--- src/rtl/spi_adc_slave.sv ---
module spi_adc_slave #(
  parameter int NCH  = 8,
  parameter int RES  = 10,
  parameter int SYNC = 2,
  localparam int CHW = $clog2(NCH)
) (
  input  logic           clk,
  input  logic           rst_n,
  input  logic           cs_n,
  input  logic           sclk,
  input  logic           mosi,
  input  logic           wr_en,
  input  logic [CHW-1:0] wr_addr,
  input  logic [RES-1:0] wr_data,
  output logic           miso_data,
  output logic           miso_oe,
  output logic           mode_single,
  output logic [CHW-1:0] chan_sel,
  output logic           abort_pulse
);

  localparam int CW        = $clog2(RES + 1);
  localparam int WIN_FALLS = 2;

  typedef enum logic [2:0] {IDLE, HUNT, MODE, CHAN, WIN, XFER, DONE} st_t;

  logic [SYNC-1:0] cs_sr, sclk_sr, din_sr;
  logic            cs_q, sclk_q;
  logic            cs_s, sclk_s, din_s;
  logic            cs_rise, cs_fall, sclk_rise, sclk_fall;

  st_t             st;
  logic [CW-1:0]   cnt;
  logic [CHW-1:0]  ch_q;
  logic            mode_q;
  logic [RES-1:0]  sh;
  logic            dat, oe, abort_q, mode_o;
  logic [CHW-1:0]  chan_o;
  logic [RES-1:0]  regs [NCH];

  always_ff @(posedge clk or negedge rst_n)
    if (!rst_n) begin
      cs_sr   <= '1;
      sclk_sr <= '0;
      din_sr  <= '0;
      cs_q    <= 1'b1;
      sclk_q  <= 1'b0;
    end else begin
      cs_sr   <= {cs_sr[SYNC-2:0], cs_n};
      sclk_sr <= {sclk_sr[SYNC-2:0], sclk};
      din_sr  <= {din_sr[SYNC-2:0], mosi};
      cs_q    <= cs_s;
      sclk_q  <= sclk_s;
    end

  assign cs_s      = cs_sr[SYNC-1];
  assign sclk_s    = sclk_sr[SYNC-1];
  assign din_s     = din_sr[SYNC-1];
  assign cs_rise   = cs_s & ~cs_q;
  assign cs_fall   = ~cs_s & cs_q;
  assign sclk_rise = sclk_s & ~sclk_q;
  assign sclk_fall = ~sclk_s & sclk_q;

  always_ff @(posedge clk or negedge rst_n)
    if (!rst_n) begin
      for (int i = 0; i < NCH; i++) regs[i] <= '0;
    end else if (wr_en) begin
      regs[wr_addr] <= wr_data;
    end

  always_ff @(posedge clk or negedge rst_n)
    if (!rst_n) begin
      st      <= IDLE;
      cnt     <= '0;
      ch_q    <= '0;
      mode_q  <= 1'b0;
      sh      <= '0;
      dat     <= 1'b0;
      oe      <= 1'b0;
      abort_q <= 1'b0;
      mode_o  <= 1'b0;
      chan_o  <= '0;
    end else begin
      abort_q <= 1'b0;
      if (cs_rise) begin
        abort_q <= (st == MODE) || (st == CHAN) || (st == WIN) || (st == XFER);
        st      <= IDLE;
        oe      <= 1'b0;
        dat     <= 1'b0;
      end else begin
        case (st)
          IDLE: if (cs_fall) st <= HUNT;
          HUNT: if (sclk_rise && din_s) st <= MODE;
          MODE: if (sclk_rise) begin
            mode_q <= din_s;
            cnt    <= CW'(CHW);
            st     <= CHAN;
          end
          CHAN: if (sclk_rise) begin
            ch_q <= {ch_q[CHW-2:0], din_s};
            cnt  <= cnt - 1'b1;
            if (cnt == CW'(1)) begin
              mode_o <= mode_q;
              chan_o <= {ch_q[CHW-2:0], din_s};
              cnt    <= CW'(WIN_FALLS);
              st     <= WIN;
            end
          end
          WIN: if (sclk_fall) begin
            cnt <= cnt - 1'b1;
            if (cnt == CW'(1)) begin
              oe  <= 1'b1;
              dat <= 1'b0;
              sh  <= regs[ch_q];
              cnt <= CW'(RES);
              st  <= XFER;
            end
          end
          XFER: if (sclk_fall) begin
            dat <= sh[RES-1];
            sh  <= {sh[RES-2:0], 1'b0};
            cnt <= cnt - 1'b1;
            if (cnt == CW'(1)) st <= DONE;
          end
          DONE: if (sclk_fall) dat <= 1'b0;
          default: st <= IDLE;
        endcase
      end
    end

  assign miso_data   = dat;
  assign miso_oe     = oe;
  assign mode_single = mode_o;
  assign chan_sel    = chan_o;
  assign abort_pulse = abort_q;

endmodule

--- config.mk ---
export PLATFORM = sky130hd
export DESIGN_NAME = spi_adc_slave
export DESIGN_NICKNAME = d
export VERILOG_FILES = /design/src/rtl/spi_adc_slave.sv
export SDC_FILE = /design/constraint.sdc
export NUM_CORES = 1
export LEC_CHECK = 0
export ABC_AREA = 1
export BUFFER_PORTS_ARGS = -buffer_cell sky130_fd_sc_hd__buf_2
export CAP_MARGIN = 20
export CORE_AREA = 2 2 128 130
export CTS_CLUSTER_DIAMETER = 200
export DETAILED_ROUTE_END_ITERATION = 12
export DIE_AREA = 0 0 130 132
export SETUP_SLACK_MARGIN = 0.1
export SLEW_MARGIN = 20
export SYNTH_ARGS = -nofsm -noshare
export SYNTH_HDL_FRONTEND = slang
export SYNTH_SLANG_ARGS = --single-unit
--- constraint.sdc ---
create_clock -name clk -period 2.1 [get_ports clk]
set_clock_uncertainty 0.15 [all_clocks]
set_input_delay 0.42 -clock clk [delete_from_list [all_inputs] [get_ports clk]]
set_output_delay 0.42 -clock clk [all_outputs]
set_load 0.01 [all_outputs]
==> impl_results.md <==
* Status: finished clean
* CP cell instances: ha_1 > clkinv_1 > nand3_1 > nand2_1 > nor2_4 > nand3_2 > nand2_1 > nand2_1
* Slowest stage delay, CP at 0.54 ns
* Die area at 17,160 um2
* Num CTS Buffers at 17
* Routed vias/inst at 4.778
* H-Tree Depth at 4
* Vias in the first global route at 4,347
* Worst IR Drop VDD at 633.2 uV
* Core Area at 15,710 um2
* Max-slew violations at 0
* Crit path launch type: register
* P_leak at 3.199 nW
* Share of cells above drive strength 1 at 13.00%
* Critical path's top delay family: simple AND/OR/NAND/NOR gates
* Clk_lat worst skew at 0.42 ns
* CP required at 2.25 ns
* Most common cell in the netlist: nand2_1
* HPWL after DPL at 8259 um
* CTS root buffer: clkbuf_16
* CTS tree: built
* Initial antenna violation count at 0
* WL final at 13,450 um
* Critical path's most frequent cell: nand2_1
* Number of remaining DRC errors at 0
* Die span in x at 130 um
* Pin count of the biggest net entering global routing at 51
* Maxcap violations at 0
* Final Cycle Share at 83.51%
* EDFF count, synth at 0
* Clk sinks at 116
* FFs w/ async S/R, synth at 100.0%
* Placement Rows at 46
* Top cells by area, synth: dfrtp_1 52%, nand2_1 17%, nand3_1 7.9%
* Antenna fix cells at 0
* PortBufs at 25
* Critical path peak fanout at 7
* Clock slew seen by the registers of the worst setup and hold paths at 0.05 ns
* Post-synthesis sequential area ratio at 53.90%
* Initial DRC count at 424
* Post-CTS Setup Bufs at 0
* P&R area growth vs syn at 20.05%
* GRT overflow at 0
* Final Power at 0.008327 W
* Final setup viols at 0
* Syn Inst Count at 684
* Class of the worst hold path: in -> reg
* Cell Area, Synth at 5393 um2
* CP Buf/Inv Count at 1
* DR pass1 iterations at 5
* Synthesized area per cell at 7.884 um2
* Synth top area share at 52.44%
* PwrDens at 1286 nW/um2
* Setup TNS at 0 ns
* Fmax at 570.2 MHz
* Setup crit end kind: register
* Total number of vias at 4,525
* Gp weighted congestion at 0.8534
* First-pass GRT wire length at 22,060 um
* Syn nets at 706
* Slowest CP cell: dfstp_2
* Boundary pin count at 26
* Initial core utilization at 34.32%
* Chip height at 132 um
* Netlist cell types at 28
* Post-DRT Antenna Nets at 0
* Final hold viol count at 0
* Final Non-Filler Cells at 947
* Syn. warnings at 0
* Critical path class: reg -> reg
* DR WL/cell at 14.21 um
* Most used flip-flop cell after synthesis: dfrtp_1
* Worst-margin pin slew at 0.4475 ns
* Relative slew slack at 69.98%
* Synth area leader: dfrtp_1
* CP arrival at 1.91 ns
* Placed Instances at 912
* Longest Clk Path Bufs at 2
* Tot GR Track Use at 16.67%
* #FFs+latches synth at 116
* RSZ-0062 raised after global routing: false
* Min Tclk post-route at 1.754 ns
* Top cells by count, synth: 241 x nand2_1, 113 x dfrtp_1, 85 x nand3_1, 81 x o21ai_0, 49 x nor2_1
* Final Net Count at 741
cells by family after synthesis:
group | after synthesis | share of synthesized area, %
and+or+nand+nor | 387 | 29.95
DFF | 116 | 53.90
AOI/OAI and AO/OA | 100 | 9.513
buffers and inverters | 77 | 5.777
adders and majority gates | 3 | 0.6961
xor gates and xnor gates | 1 | 0.1624
cell usage in the layout, fill, tap and decap left out, types with 3 or more instances in the layout:
master,n
ha_1,3
buf_4,21
nand3_1,85
clkbuf_1,3
nand2_1,241
dfstp_2,3
clkinv_2,3
buf_2,24
a21oi_1,13
clkbuf_16,17
o21ai_0,81
nor2_1,49
buf_12,4
nor2_2,3
clkinv_1,3
clkinvlp_4,4
inv_1,35
dlygate4sd3_1,4
dfrtp_1,113
worst min-delay path: cells and delay by family:
family	cells	cell delay [ns]
buffers and inverters	1	0.08
AND/OR/NAND/NOR	1	0.04
AO/OA/AOI/OAI	1	0.06
path summary, 6_finish.rpt:
kind | cells past startpoint | slack [ns] | end | from
max in group asynchronous | 3 | 0.87 | cs_sr[0]$_DFF_PN1_ | rst_n
max reg2reg | 8 | 0.35 | st[2]$_DFFE_PN0P_ | cs_sr[1]$_DFF_PN1_
min | 3 | 0.08 | regs[0]$_DFFE_PN0P_ | wr_data[0]
max | 8 | 0.35 | st[2]$_DFFE_PN0P_ | cs_sr[1]$_DFF_PN1_
min in group asynchronous | 2 | 0.33 | cnt[2]$_DFFE_PN0P_ | rst_n
min reg2reg | 0 | 0.20 | din_sr[1]$_DFF_PN0_ | din_sr[0]$_DFF_PN0_
final cells by class:
type                    instances  area, um2
fillers                      1603       9239
flip-flops and latches        116       2907
multi-input cells             491       2180
clock buffers                  22      464.2
repair buffers                 53      397.9
well taps                     216      270.3
inverters                      40      150.1
clock inverters                 9      105.1
registers in the layout, summed over array words and instances, names as in the netlist, 2 cells and up:
register	flops
st	3
din_sr	2
cnt	4
chan_sel	3
cs_sr	2
ch_q	3
sclk_sr	2
sh	10
regs	80
metrics by stage:
step                util (%)  hold WS [ns]  instance area (um2)  setup WS, ns
floorplan                  -      -0.02559                 5393        0.3709
global placement       37.32        0.1923                 5864        0.3598
detailed placement     37.32        0.1873                 5864        0.3553
CTS                    41.20       0.06830                 6474        0.3444
global route           41.20        0.1042                 6474        0.1927
finish                 41.20       0.07933                 6474        0.3462
where the power goes:
part / internal, W / total, W / switching [W]
clock: 0.00179 / 0.00280 / 0.00101
combinational: 0.000862 / 0.00246 / 0.00160
sequential: 0.00275 / 0.00307 / 0.000319
layer usage:
metal	vias to the layer above	track usage (%)	part of all wire (%)
li1	2269	-	-
met1	2142	23.14	49
met2	99	25.19	46
met3	15	4.464	4.4
met4	0	5.615	1.4
met5	-	0	0
what timing repair did:
| item | 4_1_cts | 5_1_grt |
|---|---|---|
| resized for setup | 0 | 0 |
| endpoints found under the hold margin | 26 | 0 |
| setup endpoints to repair | 0 | 0 |
| hold buffers | 4 | 0 |
(Power assumes the default switching activity.)
